File: src/rtl/acc_alu.sv
module acc_alu #(
  parameter int BYTE_W = 8
) (
  input  logic                clk,
  input  logic                rst_n,
  input  logic [2*BYTE_W-1:0] op_a,
  input  logic [2*BYTE_W-1:0] op_b,
  input  logic [3:0]          op_sel,
  input  logic                wide,
  input  logic                carry_in,
  input  logic                flag_en,
  output logic [2*BYTE_W-1:0] result,
  output logic                wr_en,
  output logic [4:0]          flags
);
  localparam int W   = 2 * BYTE_W;
  localparam int NIB = BYTE_W / 2;

  localparam logic [3:0] OP_ADD = 4'd0,  OP_ADC = 4'd1,  OP_SUB = 4'd2,  OP_SBC = 4'd3;
  localparam logic [3:0] OP_CMP = 4'd4,  OP_AND = 4'd5,  OP_OR  = 4'd6,  OP_XOR = 4'd7;
  localparam logic [3:0] OP_COM = 4'd8,  OP_LSL = 4'd9,  OP_LSR = 4'd10, OP_ASR = 4'd11;
  localparam logic [3:0] OP_ROL = 4'd12, OP_ROR = 4'd13;

  logic [W-1:0] a, b, r_raw, r_m, tbit;
  logic [W:0]   add_s, sub_s, cin_x;
  logic [NIB:0] half;
  logic         a_t, b_t, r_t, c_n, v_n, h_n, upd;

  assign a     = wide ? op_a : {{BYTE_W{1'b0}}, op_a[BYTE_W-1:0]};
  assign b     = wide ? op_b : {{BYTE_W{1'b0}}, op_b[BYTE_W-1:0]};
  assign tbit  = wide ? (W'(1) << (W-1)) : (W'(1) << (BYTE_W-1));
  assign a_t   = |(a & tbit);
  assign b_t   = |(b & tbit);
  assign cin_x = {{W{1'b0}}, carry_in & (op_sel == OP_ADC || op_sel == OP_SBC)};
  assign add_s = {1'b0, a} + {1'b0, b} + cin_x;
  assign sub_s = {1'b0, a} - {1'b0, b} - cin_x;
  assign half  = {1'b0, a[NIB-1:0]} + {1'b0, b[NIB-1:0]} + cin_x[NIB:0];

  always_comb begin
    r_raw = '0;
    c_n   = flags[0];
    upd   = 1'b1;
    wr_en = 1'b1;
    case (op_sel)
      OP_ADD, OP_ADC: begin
        r_raw = add_s[W-1:0];
        c_n   = wide ? add_s[W] : add_s[BYTE_W];
      end
      OP_SUB, OP_SBC, OP_CMP: begin
        r_raw = sub_s[W-1:0];
        c_n   = sub_s[W];
        wr_en = (op_sel != OP_CMP);
      end
      OP_AND: r_raw = a & b;
      OP_OR:  r_raw = a | b;
      OP_XOR: r_raw = a ^ b;
      OP_COM: r_raw = ~a;
      OP_LSL: begin r_raw = a << 1; c_n = a_t; end
      OP_LSR: begin r_raw = a >> 1; c_n = a[0]; end
      OP_ASR: begin r_raw = (a >> 1) | (a_t ? tbit : '0); c_n = a[0]; end
      OP_ROL: begin r_raw = (a << 1) | W'(flags[0]); c_n = a_t; end
      OP_ROR: begin r_raw = (a >> 1) | (flags[0] ? tbit : '0); c_n = a[0]; end
      default: begin upd = 1'b0; wr_en = 1'b0; end
    endcase
  end

  assign r_m    = wide ? r_raw : {{BYTE_W{1'b0}}, r_raw[BYTE_W-1:0]};
  assign r_t    = |(r_m & tbit);
  assign result = r_m;

  always_comb begin
    v_n = flags[1];
    h_n = flags[4];
    case (op_sel)
      OP_ADD, OP_ADC: begin
        v_n = (a_t == b_t) && (r_t != a_t);
        if (!wide) h_n = half[NIB];
      end
      OP_SUB, OP_SBC, OP_CMP: v_n = (a_t != b_t) && (r_t != a_t);
      OP_AND, OP_OR, OP_XOR, OP_COM: v_n = 1'b0;
      OP_LSL, OP_LSR, OP_ASR, OP_ROL, OP_ROR: v_n = r_t ^ c_n;
      default: ;
    endcase
  end

  always_ff @(posedge clk or negedge rst_n) begin
    if (!rst_n)
      flags <= '0;
    else if (flag_en && upd)
      flags <= {h_n, r_t, ~|r_m, v_n, c_n};
  end
endmodule

File: config.mk
export PLATFORM = sky130hd
export DESIGN_NAME = acc_alu
export DESIGN_NICKNAME = d
export VERILOG_FILES = /design/src/rtl/acc_alu.sv
export SDC_FILE = /design/constraint.sdc
export NUM_CORES = 1
export LEC_CHECK = 0
export BUFFER_PORTS_ARGS = -buffer_cell sky130_fd_sc_hd__buf_2
export CAP_MARGIN = 0
export CORE_MARGIN = 2
export CORE_UTILIZATION = 59
export CTS_CLUSTER_SIZE = 16
export DETAILED_ROUTE_END_ITERATION = 12
export PLACE_DENSITY = 0.85
export SLEW_MARGIN = 15
export SYNTH_ARGS = -nofsm -noshare
export SYNTH_HDL_FRONTEND = slang
export SYNTH_SLANG_ARGS = --single-unit
File: constraint.sdc
create_clock -name clk -period 8 [get_ports clk]
set_clock_uncertainty 0.05 [all_clocks]
set_input_delay 2 -clock clk [delete_from_list [all_inputs] [get_ports clk]]
set_output_delay 2 -clock clk [all_outputs]
set_load 0.01 [all_outputs]
==> results of run 1 <==
[worst paths after layout]
path,start,end,slack [ns],depth (start not counted)
max in group asynchronous,rst_n,flags[2],6.23,1
min reg2reg,flags[4],flags[4],0.45,1
min,flags[4],flags[4],0.45,1
max reg2reg,flags[0],flags[2],5.10,9
max,op_sel[2],result[13],0.60,16
min in group asynchronous,rst_n,flags[3],1.54,1
[worst reg2reg max path: stages (launching register included)]
cell and delay (ns):
dfrtp_1 0.41, and2_1 0.20, o211ai_1 0.17, o2111ai_1 0.13, a221o_1 0.33, nand4b_1 0.22
nor4_2 0.36, o2111ai_1 0.16, or4_1 0.49, o41ai_2 0.25
[power breakdown]
group | internal (mW) | switching [mW]
logic | 0.124 | 0.187
registers | 0.0304 | 0.00349
clock network | 0.0342 | 0.0120
[routing by layer]
layer  track usage  routed length (microns)  up-vias
li1              -                        -     2052
met1         0.459                     4980     2025
met2         0.526                     5420      314
met3        0.0633                     1420       62
met4         0.157                      625        0
met5             0                        0        -
[area by class of cell]
class	count	area (sq um)
Fill cell	596	2140
Inverter	61	229
Clock buffer	4	45.0
Tap cell	77	96.3
Sequential cell	5	125
Timing Repair Buffer	69	363
Multi-Input combinational cell	441	3280
[Yosys cell counts, types with 4 or more instances]
library cell  instances  share of area
a221o_1               4          0.011
a211o_1               5          0.012
nor2b_1               7          0.012
o22ai_1               7          0.012
a211oi_1              9          0.018
o21ai_0              32          0.043
clkbuf_1             12          0.012
nand3_1              10          0.013
nand2b_1              8          0.013
fa_1                  4          0.021
and2_1                5         0.0083
a21oi_1              35          0.047
o21a_1                7          0.014
o211ai_1              8          0.016
xnor2_1               7          0.016
a22oi_1               8          0.016
nor3_1               13          0.017
a221oi_1              4         0.0093
a2111oi_0             4         0.0093
buf_2                 5         0.0066
mux2i_1               7          0.019
buf_4                 6          0.012
or3_1                 5         0.0083
nor2_1               30          0.030
o221ai_1              9          0.021
a31oi_1               8          0.013
nand2_1              50          0.050
nor4_1                5         0.0083
nand4_1               5         0.0083
a21o_1               11          0.022
mux2_2                4          0.012
dfrtp_1               5          0.033
xor2_1                7          0.016
inv_1                61          0.061
ha_1                 62           0.21
nor3b_1               5          0.010
[cells in the final DEF, fill, tap and decap left out, types with 4 or more instances in the layout]
| master | count |
|---|---|
| a211o_1 | 5 |
| nor4_1 | 5 |
| nor3_1 | 12 |
| a221o_1 | 4 |
| nor3b_1 | 5 |
| nand4_1 | 5 |
| mux2_2 | 4 |
| a211oi_1 | 9 |
| o221ai_1 | 9 |
| ha_1 | 62 |
| fa_1 | 4 |
| xor2_1 | 7 |
| o21ai_0 | 32 |
| nand2_1 | 50 |
| mux2i_1 | 7 |
| and2_1 | 5 |
| nor2b_1 | 7 |
| nand2b_1 | 8 |
| a2111oi_0 | 4 |
| o22ai_1 | 7 |
| nand3_1 | 10 |
| a31oi_1 | 8 |
| a221oi_1 | 4 |
| a21oi_1 | 35 |
| nor2_1 | 30 |
| a22oi_1 | 8 |
| dfrtp_1 | 5 |
| or3_1 | 5 |
| o211ai_1 | 8 |
| xnor2_1 | 7 |
| a21o_1 | 11 |
| inv_1 | 61 |
| buf_2 | 62 |
| o21a_1 | 7 |
| buf_4 | 7 |
[cell families (layout without fill, tap and decap cells)]
kind of cell / count (synthesis) / count (layout) / share of synthesized area
simple gates: 172 / 172 / 0.246
compound gates: 178 / 178 / 0.330
mux: 11 / 11 / 0.0306
buf+inv: 88 / 134 / 0.0997
flops: 5 / 5 / 0.0332
xor+xnor: 14 / 14 / 0.0326
fa+ha+maj: 66 / 66 / 0.227
==> impl_metrics.yaml, run 1 <==
setup_path:
  critPathMaxStageDelay_ns: 0.70
  cpMaxStageDelayCell: "a2111oi_0"
  critPathArrivalTime_ns: 5.35
  end_kind: "output pin"
  worst_setup_path_start_kind: "input pin"
  worstPathRequired_ns: 5.95
  crit_top_cell: "inv_1"
  cp_cell_sequence: "buf_2 > inv_1 > nand3_1 > inv_1 > fa_1 > inv_1 > ha_1 > o21ai_0 > a2111oi_0 > a211o_1 > a21oi_1 > o21bai_1 > xor2_1 > nand2_1 > a21oi_1 > buf_2"
  crit_family: "compound AO/OA/AOI/OAI gates"
  path_class: "input pin to output pin"
  cp_num_buf_inv: 5
  cp_max_fo: 24
route:
  first_pass_iters: 6
  avgViaCountPerCell: 6.78
  wl_per_cell_microns: 19.0
  antenna_left: 0
  routed_wl_mm: 12.5
  drt_iter0_markers: 536
  drc: 0
  num_vias: 4453
clocking:
  htree_levels: 1
  cts_setup_buffers: 0
  cts-root-buf: "clkbuf_8"
  cts_tree: "yes"
  cts_buffer_depth: 2
  cts_resized: 0
  cts_buffers: 3
  clk_pin_slew_ns: 0.03
  cts_hold_buf: 0
  clock-sinks: 5
  clk_latency_ns: 0.22
placement:
  port_buffers: 62
  place_area_sq_um: 4090
  placed_cells: 653
  place_hpwl_mm: 9.48
  dpl_worst_slack_ns: 0.701
  gp_congestion: 1.01
timing:
  setup_viol: 0
  worst_slack_ns: 0.599
  fin_crit_sh: 0.925
  tns_ns: 0
  tightest_slew_ns: 0.976
  maxSlewHeadroom: 0.346
  rsz0062_at_grt: "no"
  timing.hold.ws_ns: 0.454
  slew_violations: 0
  hold_viol: 0
  fmax_mhz: 135
  fin_crit_ns: 7.40
pwr:
  irDropWorstVdd_mv: 0.123
  p_leak_nw: 2.04
  power.total_uw: 391
  power_density_nw_per_um2: 94.6
logic_synthesis:
  yosysUniqueCellTypes: 77
  avgSynthCellArea_sq_um: 7.05
  syn_area_sq_um: 3760
  synth_warnings: 0
  synth_edf_count: 0
  netlist_instances: 534
  ys_ff_latch: 5
  ys_seq_area_frac: 0.0332
  syn_nets: 641
  async_flop_share: 1.00
  yosys_most_used_dff: "dfrtp_1"
global_routing:
  grt-ovfl-total: 0
  grt_pass1_vias: 4055
  grt_pass1_wl_mm: 19.8
  grtUsageTotal: 0.341
  grt_start_max_net_pins: 33
  antenna_found_initial: 0
finish:
  finalInstanceArea_sq_um: 4130
  syn_to_final_growth_pct: 9.80
  stdcell_count: 657
  largest_reg_flops: 5
  largest-register: "flags"
  reg_top3: "flags (5)"
  antenna_cells: 0
  finalNetCount: 688
  drive_above_1_share: 0.157
  final_core_util: 0.659
floorplan:
  fp-row-count: 29
  core_sq_um: 6280
  chipWidth_microns: 83.9
  start_util: 0.600
  die_area_sq_um: 7040
  num_io_pins: 63
  die_h_microns: 83.9
job:
  cap_viol_max_count: 0
run_status:
  status: "finished clean"
min_path:
  hold_class: "flop to flop"
No activity file was read; power rests on OpenSTA's default activity.
==> run 2, diff against run 1 <==
CTS_CLUSTER_DIAMETER = 40   (was default)
RECOVER_POWER = 25   (was default)
==> impl_metrics.yaml, run 2 (synthesis gave the netlist of run 1 again) <==
route:
  antenna_left: 0
  dr_wl_met2_mm: 5.32
  avgViaCountPerCell: 6.72
  drt_iter0_markers: 506
  wl_met1_mm: 4.89
  drc: 0
  num_vias: 4417
  wl_per_cell_microns: 18.8
  highest_layer: "met4"
  routed_wl_mm: 12.3
  dr_wl_met3_mm: 1.47
  first_pass_iters: 5
pwr:
  irDropWorstVdd_mv: 0.123
  power_density_nw_per_um2: 94.4
  p_leak_nw: 2.02
floorplan:
  die_area_sq_um: 7040
  core_sq_um: 6280
  num_io_pins: 63
  chipWidth_microns: 83.9
  fp-row-count: 29
  start_util: 0.600
  die_h_microns: 83.9
setup_path:
  end_kind: "output pin"
  critPathArrivalTime_ns: 5.36
  cp_max_fo: 24
  worst_setup_path_start_kind: "input pin"
  worstPathRequired_ns: 5.95
  path_class: "input pin to output pin"
clocking:
  clock-sinks: 5
  cts_buffers: 3
  htree_levels: 1
  cts_buffer_depth: 2
  cts-root-buf: "clkbuf_8"
  cts_resized: 0
  cts_hold_buf: 0
  clk_latency_ns: 0.22
  cts_setup_buffers: 0
  clk_pin_slew_ns: 0.03
  cts_tree: "yes"
timing:
  fin_crit_sh: 0.926
  tightest_slew_ns: 0.993
  maxSlewHeadroom: 0.335
  hold_viol: 0
  fmax_mhz: 135
  slew_violations: 0
  rsz0062_at_grt: "no"
  fin_crit_ns: 7.41
  tns_ns: 0
  setup_viol: 0
  worst_slack_ns: 0.590
finish:
  layout_commonest_cell: "ha_1"
  syn_to_final_growth_pct: 9.67
  reg_top3: "flags (5)"
  n_fill_cell: 599
  stdcell_count: 657
  drive_above_1_share: 0.150
  final_core_util: 0.658
  largest-register: "flags"
  finalNetCount: 688
  antenna_cells: 0
  largest_reg_flops: 5
  mostFrequentLayoutCells: "ha_1 (62), inv_1 (61), buf_2 (58)"
global_routing:
  grt-ovfl-total: 0
  antenna_found_initial: 0
  grt_pass1_vias: 4055
  grt_start_max_net_pins: 33
  grtUsageTotal: 0.341
  grt_pass1_wl_mm: 19.8
placement:
  port_buffers: 62
  gp_congestion: 1.01
  placed_cells: 653
  place_hpwl_mm: 9.48
  dpl_worst_slack_ns: 0.701
job:
  cap_viol_max_count: 0
run_status:
  status: "finished clean"
min_path:
  hold_class: "flop to flop"
-- run 2: final cells by class --
| cell class | count | area, sq um | share of cell area |
|---|---|---|---|
| well taps | 77 | 96.3 | 0.0233 |
| flip-flops and latches | 5 | 125 | 0.0303 |
| clock buffers | 4 | 45.0 | 0.0109 |
| inverters | 61 | 229 | 0.0555 |
| multi-input cells | 441 | 3280 | 0.793 |
| repair buffers | 69 | 358 | 0.0867 |
-- run 2: routing by layer --
metal	up-vias	GRT usage
met2	319	0.526
li1	2055	-
met5	-	0
met1	1972	0.459
met4	0	0.157
met3	71	0.0633
-- run 2: worst max-delay path, cell delays in order --
cell	delay [ns]
buf_2	0.31
inv_1	0.13
nand3_1	0.14
inv_1	0.07
fa_1	0.48
inv_1	0.10
ha_1	0.14
o21ai_0	0.15
a2111oi_0	0.69
a211o_1	0.22
a21oi_1	0.10
o21bai_1	0.19
xor2_1	0.17
nand2_1	0.07
a21oi_1	0.23
buf_2	0.17
-- run 2: worst paths after layout --
kind	slack [ns]	depth (start not counted)	startpoint	end
setup / recovery	0.59	16	op_sel[2]	result[13]
hold / removal	0.46	1	flags[4]	flags[4]
setup reg to reg	5.09	9	flags[0]	flags[2]
hold reg to reg	0.46	1	flags[4]	flags[4]
max in group asynchronous	6.11	1	rst_n	flags[2]
min in group asynchronous	1.58	1	rst_n	flags[3]
-- run 2: report_power, final --
part / internal (mW) / leakage, nW / switching (mW)
combinational: 0.123 / 1.94 / 0.187
clock: 0.0342 / 0.0228 / 0.0120
sequential: 0.0304 / 0.0624 / 0.00349
total: 0.188 / 2.02 / 0.202
-- run 2: per-stage QoR --
stage,total power [mW],hold slack (ns),area (sq um)
2_1_floorplan,0.251,0.470,3760
3_3_place_gp,0.329,0.438,4090
3_5_place_dp,0.334,0.447,4090
4_1_cts,0.384,0.455,4130
5_1_grt,0.422,0.478,4130
6_report,0.390,0.458,4130
